<file path="config.mk">
export PLATFORM = sky130hd
export DESIGN_NAME = mclk_corrector
export DESIGN_NICKNAME = d
export VERILOG_FILES = /design/src/rtl/mcc_pkg.sv /design/src/rtl/mcc_barrel_shift.sv /design/src/rtl/mcc_edge_counter.sv /design/src/rtl/mcc_target_counter.sv /design/src/rtl/mcc_chase_counter.sv /design/src/rtl/mclk_corrector.sv
export SDC_FILE = /design/constraint.sdc
export NUM_CORES = 1
export LEC_CHECK = 0
export BUFFER_PORTS_ARGS = -buffer_cell sky130_fd_sc_hd__buf_2
export CORE_ASPECT_RATIO = 0.75
export CORE_UTILIZATION = 31
export CTS_CLUSTER_SIZE = 10
export DETAILED_ROUTE_END_ITERATION = 10
export PLACE_DENSITY_LB_ADDON = 0.08
export SLEW_MARGIN = 20
export SYNTH_ARGS = -nofsm -noshare
export SYNTH_HDL_FRONTEND = slang
export SYNTH_SLANG_ARGS = --single-unit
</file>
<file path="constraint.sdc">
create_clock -name clk -period 3.5 [get_ports clk]
set_input_delay 0.175 -clock clk [delete_from_list [all_inputs] [get_ports clk]]
set_output_delay 0.175 -clock clk [all_outputs]
set_load 0.01 [all_outputs]
</file>
<file path="src/rtl/mcc_pkg.sv">
package mcc_pkg;

   typedef enum logic [1:0] {
      TGT_HOLD = 2'd0,
      TGT_LOAD = 2'd1,
      TGT_STEP = 2'd2,
      TGT_ZERO = 2'd3
   } tgt_op_e;

   typedef struct packed {
      logic run;
      logic clear;
      logic load;
      logic armed;
   } mcc_ctl_t;

endpackage

</file>
<file path="src/rtl/mcc_barrel_shift.sv">
module mcc_barrel_shift #(
   parameter int W  = 16,
   parameter int SW = 3
) (
   input  logic [W-1:0]  data_i,
   input  logic [SW-1:0] sel_i,
   output logic [W-1:0]  data_o
);
   logic [W-1:0] stage [SW+1];

   assign stage[0] = data_i;

   for (genvar i = 0; i < SW; i++) begin : g_stage
      localparam int AMT = 2 ** i;
      if (AMT >= W) begin : g_wide
         assign stage[i+1] = sel_i[i] ? '0 : stage[i];
      end else begin : g_narrow
         assign stage[i+1] = sel_i[i] ? {stage[i][W-1-AMT:0], {AMT{1'b0}}} : stage[i];
      end
   end

   assign data_o = stage[SW];
endmodule

</file>
<file path="src/rtl/mcc_edge_counter.sv">
module mcc_edge_counter
   import mcc_pkg::*;
#(
   parameter int W = 16
) (
   input  logic         clk,
   input  logic         rst_n,
   input  mcc_ctl_t     ctl_i,
   input  logic         edge_i,
   output logic [W-1:0] cnt_o,
   output logic         armed_o
);
   logic [W-1:0] cnt_q;
   logic         armed_q;

   always_ff @(posedge clk) begin
      if (!rst_n || !ctl_i.run) begin
         cnt_q   <= '0;
         armed_q <= 1'b0;
      end else if (ctl_i.clear) begin
         cnt_q   <= '0;
      end else if (edge_i) begin
         cnt_q   <= cnt_q + 1'b1;
         armed_q <= 1'b1;
      end
   end

   assign cnt_o   = cnt_q;
   assign armed_o = armed_q;
endmodule

</file>
<file path="src/rtl/mcc_target_counter.sv">
module mcc_target_counter
   import mcc_pkg::*;
#(
   parameter int W = 16
) (
   input  logic         clk,
   input  logic         rst_n,
   input  mcc_ctl_t     ctl_i,
   input  logic         tick_i,
   input  logic         halt_en_i,
   input  logic [W-1:0] scaled_i,
   output logic [W-1:0] tgt_o
);
   logic [W-1:0] tgt_q;
   tgt_op_e      op;
   logic         at_limit;

   assign at_limit = halt_en_i && (tgt_q == scaled_i);

   always_comb begin
      if (!ctl_i.run || ctl_i.clear)            op = TGT_ZERO;
      else if (ctl_i.load)                      op = TGT_LOAD;
      else if (ctl_i.armed && tick_i && !at_limit) op = TGT_STEP;
      else                                      op = TGT_HOLD;
   end

   always_ff @(posedge clk) begin
      if (!rst_n) begin
         tgt_q <= '0;
      end else begin
         case (op)
            TGT_ZERO: tgt_q <= '0;
            TGT_LOAD: tgt_q <= scaled_i;
            TGT_STEP: tgt_q <= tgt_q + 1'b1;
            default:  tgt_q <= tgt_q;
         endcase
      end
   end

   assign tgt_o = tgt_q;
endmodule

</file>
<file path="src/rtl/mcc_chase_counter.sv">
module mcc_chase_counter
   import mcc_pkg::*;
#(
   parameter int W         = 16,
   parameter bit HAS_CLEAR = 1'b1
) (
   input  logic         clk,
   input  logic         rst_n,
   input  logic         run_i,
   input  logic         armed_i,
   input  logic [W-1:0] tgt_i,
   input  logic [W-1:0] clr_val_i,
   output logic         hit_o,
   output logic [W-1:0] cnt_o,
   output logic         pulse_o,
   output logic         clr_o
);
   logic [W-1:0] cnt_q;
   logic         pulse_q;
   logic         clr_q;
   logic         behind;

   if (HAS_CLEAR) begin : g_clear
      assign hit_o = run_i && armed_i && (clr_val_i != '0) && (cnt_q == clr_val_i);
   end else begin : g_noclear
      logic unused_clr;
      assign unused_clr = ^clr_val_i;
      assign hit_o      = 1'b0;
   end

   assign behind = cnt_q < tgt_i;

   always_ff @(posedge clk) begin
      if (!rst_n || !run_i) begin
         cnt_q   <= '0;
         pulse_q <= 1'b0;
         clr_q   <= 1'b0;
      end else if (hit_o) begin
         cnt_q   <= '0;
         pulse_q <= 1'b0;
         clr_q   <= 1'b1;
      end else begin
         clr_q   <= 1'b0;
         pulse_q <= behind;
         if (behind) cnt_q <= cnt_q + 1'b1;
      end
   end

   assign cnt_o   = cnt_q;
   assign pulse_o = pulse_q;
   assign clr_o   = clr_q;
endmodule

</file>
<file path="src/rtl/mclk_corrector.sv">
module mclk_corrector
   import mcc_pkg::*;
#(
   parameter int CNT_W     = 16,
   parameter int SEL_W     = 3,
   parameter bit HAS_CLEAR = 1'b1
) (
   input  logic             clk,
   input  logic             rst_n,
   input  logic             start_i,
   input  logic             edge_i,
   input  logic             tick_i,
   input  logic [SEL_W-1:0] mult_sel_i,
   input  logic             halt_en_i,
   input  logic [CNT_W-1:0] clr_val_i,
   output logic             pulse_o,
   output logic             clr_o,
   output logic [CNT_W-1:0] edge_cnt_o,
   output logic [CNT_W-1:0] target_o,
   output logic [CNT_W-1:0] out_cnt_o
);
   localparam int MAX_SHIFT = (2 ** SEL_W) - 1;

   if (CNT_W < 4) begin : g_bad_width
      $error("CNT_W must be at least 4");
   end
   if (SEL_W < 1 || SEL_W > 5) begin : g_bad_sel
      $error("SEL_W must be in 1..5");
   end
   if (MAX_SHIFT >= 2 * CNT_W) begin : g_bad_shift
      $error("factor range too large for counter width");
   end

   mcc_ctl_t         ctl;
   logic             armed;
   logic             hit;
   logic [CNT_W-1:0] d_cnt;
   logic [CNT_W-1:0] scaled;
   logic [CNT_W-1:0] tgt;

   assign ctl.run   = start_i;
   assign ctl.clear = hit;
   assign ctl.load  = start_i && edge_i && !hit;
   assign ctl.armed = armed;

   mcc_edge_counter #(.W(CNT_W)) u_edge (
      .clk     (clk),
      .rst_n   (rst_n),
      .ctl_i   (ctl),
      .edge_i  (edge_i),
      .cnt_o   (d_cnt),
      .armed_o (armed)
   );

   mcc_barrel_shift #(.W(CNT_W), .SW(SEL_W)) u_shift (
      .data_i (d_cnt),
      .sel_i  (mult_sel_i),
      .data_o (scaled)
   );

   mcc_target_counter #(.W(CNT_W)) u_tgt (
      .clk       (clk),
      .rst_n     (rst_n),
      .ctl_i     (ctl),
      .tick_i    (tick_i),
      .halt_en_i (halt_en_i),
      .scaled_i  (scaled),
      .tgt_o     (tgt)
   );

   mcc_chase_counter #(.W(CNT_W), .HAS_CLEAR(HAS_CLEAR)) u_chase (
      .clk       (clk),
      .rst_n     (rst_n),
      .run_i     (start_i),
      .armed_i   (armed),
      .tgt_i     (tgt),
      .clr_val_i (clr_val_i),
      .hit_o     (hit),
      .cnt_o     (out_cnt_o),
      .pulse_o   (pulse_o),
      .clr_o     (clr_o)
   );

   assign edge_cnt_o = d_cnt;
   assign target_o   = tgt;
endmodule

</file>
; ---- Word-level counts from Yosys, hierarchy flattened
; Index checks and enable logic that the tools add are counted.
[word_totals]
register_bits = 51
latch_bits = 0
mem_bits_rw = 0
romBits = 0
output_inout_bits = 50
mem_count = 0
[op_classes]
addsub = 3
multipliers = 0
div_mod_pow = 0
order_cmp = 1
n_eq_ne = 5
shifts = 0
n_mux = 8
bitwise = 1
reduce_logical = 18
[ops]
columns = op, count
row1 = $add A16 B1 Y16 const B, 3
row2 = $mux W16, 3
row3 = $pmux W16 S3, 1
row4 = $eq A16 B16 Y1, 2
row5 = $lt A16 B16 Y1, 1
row6 = $reduce_bool A16 Y1, 1
row7 = $logic_and A1 B1 Y1, 8
row8 = $mux W2, 3
row9 = $eq A2 B2 Y1 const B, 2
row10 = $logic_not A1 Y1, 4
row11 = $reduce_bool A3 Y1, 1
row12 = $eq A2 B1 Y1 const B, 1
row13 = $logic_or A1 B1 Y1, 2
row14 = $reduce_and A2 Y1, 1
row15 = $reduce_or A2 Y1, 1
row16 = $mux W1, 1
row17 = $not A1 Y1, 1

; ---- Logic depth before layout (Yosys ltp)
[logic_depth]
word_depth = 12
mapped_depth = 17
ltp_nobuf = 14

; ---- Hierarchy
; A second synthesis with hierarchy kept.
[unflattened]
cells_unflattened = 466
hier_area_um2 = 3955.0
[modules_own_cells]
columns = module, instances, cells_each, area_per_inst_um2
row1 = mcc_chase_counter, 1, 169, 1426.4
row2 = mcc_target_counter, 1, 138, 1103.6
row3 = mcc_edge_counter, 1, 86, 779.5
row4 = mcc_barrel_shift, 1, 72, 636.9
row5 = mclk_corrector, 1, 1, 8.8

; ---- Least setup slack after synthesis
; Ideal clock, no wire load.
[synth_timing]
path_kind = register to register
start = register u_edge.cnt_q[2] (netlist: u_edge.cnt_o[2])
end = register u_tgt.tgt_q[13] (netlist: u_tgt.tgt_o[13])
arrival_ns = 3.260
required_ns = 3.426
path_slack_ns = 0.166
path_stages_with_launch = 15
period_less_slack_ns = 3.334
cell_sequence = dfxtp_1 -> buf_2 -> mux4_2 -> and2_4 -> or3_1 -> a2111oi_0 -> and4b_1 -> nand4_1 -> and2_1 -> ha_1 -> nor3_1 -> nand2_1 -> o21ai_0 -> a22oi_1 -> o21ai_0
[synth_via]
elab_chain_len = 12
word_cells_on_any_way = 15
[synth_rtl]
columns = element, line
row1 = start: declaration, mcc_edge_counter.sv:13  ; logic [W-1:0] cnt_q;
row2 = start signal: assignment, mcc_edge_counter.sv:23  ; cnt_q <= cnt_q + 1'b1;
row3 = $mux W16 * (3 in a row), mcc_barrel_shift.sv:18  ; assign stage[i+1] = sel_i[i] ? {stage[i][W-1-AMT:0], {AMT{1'b0}}} : stage[i];
row4 = $eq A16 B16 Y1 *, mcc_target_counter.sv:18  ; assign at_limit = halt_en_i && (tgt_q == scaled_i);
row5 = $logic_and A1 B1 Y1 *, mcc_target_counter.sv:18
row6 = $logic_not A1 Y1 *, mcc_target_counter.sv:23  ; else if (ctl_i.armed && tick_i && !at_limit) op = TGT_STEP;
row7 = $logic_and A1 B1 Y1 *, mcc_target_counter.sv:23
row8 = $mux W2 *, mcc_target_counter.sv:23
row9 = $mux W2 *, mcc_target_counter.sv:22  ; else if (ctl_i.load) op = TGT_LOAD;
row10 = $mux W2 *, mcc_target_counter.sv:21  ; if (!ctl_i.run || ctl_i.clear) op = TGT_ZERO;
row11 = $eq A2 B2 Y1 / $eq A2 B1 Y1 (equally long branches), mcc_target_counter.sv:31  ; case (op)
row12 = $pmux W16 S3 / $reduce_bool A3 Y1 (equally long branches), n/a
row13 = end signal: assignment, mcc_target_counter.sv:33  ; TGT_LOAD: tgt_q <= scaled_i;
row14 = end signal: assignment, mcc_target_counter.sv:34  ; TGT_STEP: tgt_q <= tgt_q + 1'b1;
row15 = end signal: assignment, mcc_target_counter.sv:35  ; default: tgt_q <= tgt_q;
row16 = end: declaration, mcc_target_counter.sv:14  ; logic [W-1:0] tgt_q;
; Every way passes the cells marked *; elsewhere a longest branch is shown, timed or not.
; A chain may end at the register's enable or synchronous reset.

; ---- Final worst setup path
[layout_timing]
start = register u_edge.cnt_q[4] (netlist: u_edge.cnt_o[4])
end = register u_tgt.tgt_q[13] (netlist: u_tgt.tgt_o[13])
; The elaborated chain is that of the path after synthesis.

==> results by group <==
Status
  – Outcome: completed

Power
  – Seq pwr share: 43.5%
  – NetSw: 0.360 mW
  – Pint: 0.996 mW
  – Worst IR Drop VDD: 0.187 mV
  – Leak pwr: 2.01 nW
  – Tot Pwr: 1.36 mW
  – Clock share of power: 43.5%
  – Sw frac: 26.6%
  – Pwr per Cell Area: 274 nW/um2
  – Combinational fraction of design power: 13.0%

Synth
  – Post-Synth Simple-Gate Area: 23.0%
  – Synth Flop Type: dfxtp_1
  – Post-synthesis cell count: 488
  – Synth unique cells: 57
  – Seq cells post-synth: 51
  – Main combinational cell family by area after synthesis: simple AND/OR/NAND/NOR gates
  – Post-synth EDFFs: 0
  – Yosys warnings: 0
  – Post-Syn Nets: 534
  – Synthesized cell area: 3970 um2
  – Post-synthesis adder-cell area fraction: 6.62%
  – Mux contribution to synthesized area: 11.4%
  – Seq/Total Area, Yosys: 25.7%
  – XOR/XNOR Fraction of Synth Area: 12.1%
  – FFs w/ async S/R, synth: 0%
  – Synthesized area per cell: 8.14 um2
  – Synth Area in Compound Gates: 15.6%

Global route
  – Global-route wire length before repair: 21300 um
  – Largest net degree at the start of global routing: 30
  – Vias in the first global route: 3871
  – Gr ovfl total: 0
  – Antenna violations before repair: 0
  – Total GRT Usage: 20.6%

Timing
  – Minimum clock period: 3.26 ns
  – Worst slew pin tran: 0.747 ns
  – RSZ-0062 raised after global routing: false
  – Achievable Freq: 307 MHz
  – Hold Vio Cnt, Final: 0
  – Setup_tns: 0 ns
  – Rel. slew slack: 50.2%
  – Clock Skew: 0.00497 ns
  – Final period util: 93.1%
  – Fin. max-slew vios: 0
  – Final setup vio count: 0
  – Final worst hold slack: 0.167 ns

Worst setup path
  – Worst Path Max Fanout: 5
  – Worst Path Arrival: 3.48 ns
  – Type of origin of the critical path: register
  – Critical path class: register to register
  – Critical Path RT: 3.73 ns
  – Worst Setup End Kind: register

Drt
  – Total vias in the final route: 4006
  – 1st-iter DRT viols: 273
  – Final WL: 13400 um
  – DRT Pass-1 Iters: 4
  – Remaining DRCs: 0
  – Vias/cell: 5.35
  – Post-route ant nets: 0
  – DR WL/cell: 17.8 um

Placement
  – Hpwl dp: 10500 um
  – Gp weighted congestion: 0.840
  – Number of I/O port buffers: 74

Worst hold path
  – Hold crit path type: input port to register

Clock tree
  – Clock buffer depth: 2
  – Worst-Skew Late Latency: 0.30 ns
  – CTS H-tree depth: 2
  – Hold Buf Count CTS: 0
  – Total CTS buffers: 5
  – CTS tree: built
  – Clock slew seen by the registers of the worst setup and hold paths: 0.08 ns
  – Clock root cell: clkbuf_16
  – Sink count of the clock tree: 51

Cells and area
  – Layout Nets: 628
  – Area growth from synthesis to layout: 24.6%
  – Layout cells sized above 1: 24.5%
  – Diode count: 0
  – Layout fillers: 1284

Die
  – Row Count: 35
  – Initial Utilization: 32.0%
  – Boundary pin count: 75
  – Core footprint: 12400 um2
  – Die Span X: 133 um
  – Die Y: 100 um
  – DIE AREA: 13300 um2

Run
  – Maxcap violations: 0
power groups by stage:
stage          Combinational, mW  Sequential [mW]  Clock [mW]
2_1_floorplan              0.103            0.603           0
3_3_place_gp               0.172            0.604           0
3_5_place_dp               0.171            0.604           0
4_1_cts                    0.171            0.590       0.610
5_1_grt                    0.193            0.591       0.631
6_report                   0.176            0.590       0.589
stage by stage:
step	util [%]	area [um2]	setup slack, ns	std cells
after CTS	39.6	4910	0.0459	748
after global placement	38.2	4740	0.0787	740
final	39.9	4950	0.242	749
after detailed placement	38.2	4740	0.0672	740
after global routing	39.9	4950	0.0168	749
after floorplan	-	3970	0.166	488
cell families (layout without fill, tap and decap cells):
| kind of cell | count (synthesis) | in the layout |
|---|---|---|
| XOR/XNOR | 55 | 55 |
| multiplexers | 30 | 30 |
| AND/OR/NAND/NOR | 183 | 183 |
| AO/OA/AOI/OAI | 95 | 95 |
| buffers and inverters | 53 | 148 |
| adder cells (fa/ha/maj) | 21 | 21 |
| flip-flops | 51 | 51 |
worst paths after layout:
kind	startpoint	endpoint	slack, ns	depth (start not counted)
max reg2reg	u_edge.cnt_o[4]	u_tgt.tgt_o[13]	0.24	13
min reg2reg	u_edge.armed_o	u_edge.armed_o	0.51	2
min	start_i	u_edge.armed_o	0.17	3
max	u_edge.cnt_o[4]	u_tgt.tgt_o[13]	0.24	13
synth_stat cells (3+ instances only):
cell type,instances,area share [%]
nor2_1,49,4.6
xor2_1,25,5.5
mux4_2,7,4.0
buf_2,6,0.76
and3_1,10,1.6
o22ai_1,4,0.63
a22oi_1,12,2.3
mux2i_1,18,4.5
nand3_1,22,2.8
a21oi_1,23,2.9
nand2_1,38,3.6
or3_1,10,1.6
ha_1,21,6.6
nor3_1,9,1.1
nand4_1,12,1.9
inv_1,24,2.3
or4_1,5,0.95
nor2b_1,3,0.47
clkbuf_1,19,1.8
dfxtp_1,51,26
nand2b_1,4,0.63
mux4_1,4,2.6
nor4_1,11,1.7
xnor2_1,30,6.6
o31ai_1,5,0.95
o21ai_0,28,3.5
registers in the layout, indices dropped and copies added, names as in the netlist:
signal and flops:
u_chase.clr_o 1, u_tgt.tgt_o 16, u_chase.cnt_o 16, u_edge.armed_o 1, u_chase.pulse_o 1, u_edge.cnt_o 16
layout make-up:
class	instances	area [um2]	area share (%)
Multi-Input combinational cell	384	2760	55.8
Sequential cell	51	1020	20.7
Timing Repair Buffer	115	688	13.9
Tap cell	166	208	4.20
Clock buffer	5	125	2.53
Inverter	25	93.8	1.90
Clock inverter	3	46.3	0.936
per-layer routing:
| metal | wire, um | global-route usage (%) | vias up |
|---|---|---|---|
| met5 | 0 | 0 | - |
| met4 | 123 | 4.33 | 0 |
| met3 | 884 | 2.98 | 9 |
| met2 | 5540 | 30.5 | 118 |
| li1 | - | - | 1951 |
| met1 | 6820 | 31.3 | 1928 |
what timing repair did:
item | CTS | global route
endpoints found under the hold margin | 0 | 0
endpoints found under the setup margin | 0 | 11
gates resized for setup | 0 | 12
buffers inserted | 0 | 0
critical path: stages (launching register included):
cell and delay [ns]:
dfxtp_1 0.37, mux4_2 0.47, and2_4 0.17, or3_1 0.31
a2111oi_2 0.36, and4b_1 0.23, nand4_1 0.11, and2_1 0.19
ha_1 0.29, nor3_2 0.23, nand2_2 0.13, o21ai_1 0.13
a22oi_1 0.09, o21ai_0 0.09
placed cells by master (no fill, tap or decap), types with 8 or more instances in the layout:
cell / instances
xor2_1: 25
inv_1: 24
dfxtp_1: 48
a21oi_1: 23
nor3_1: 8
mux2i_1: 18
nor4_1: 10
buf_2: 75
ha_1: 21
xnor2_1: 29
buf_4: 39
or3_1: 10
nor2_1: 48
nand4_1: 12
o21ai_0: 27
nand2_1: 37
and3_1: 10
a22oi_1: 12
nand3_1: 22
No activity file was read; power rests on OpenSTA's default activity.
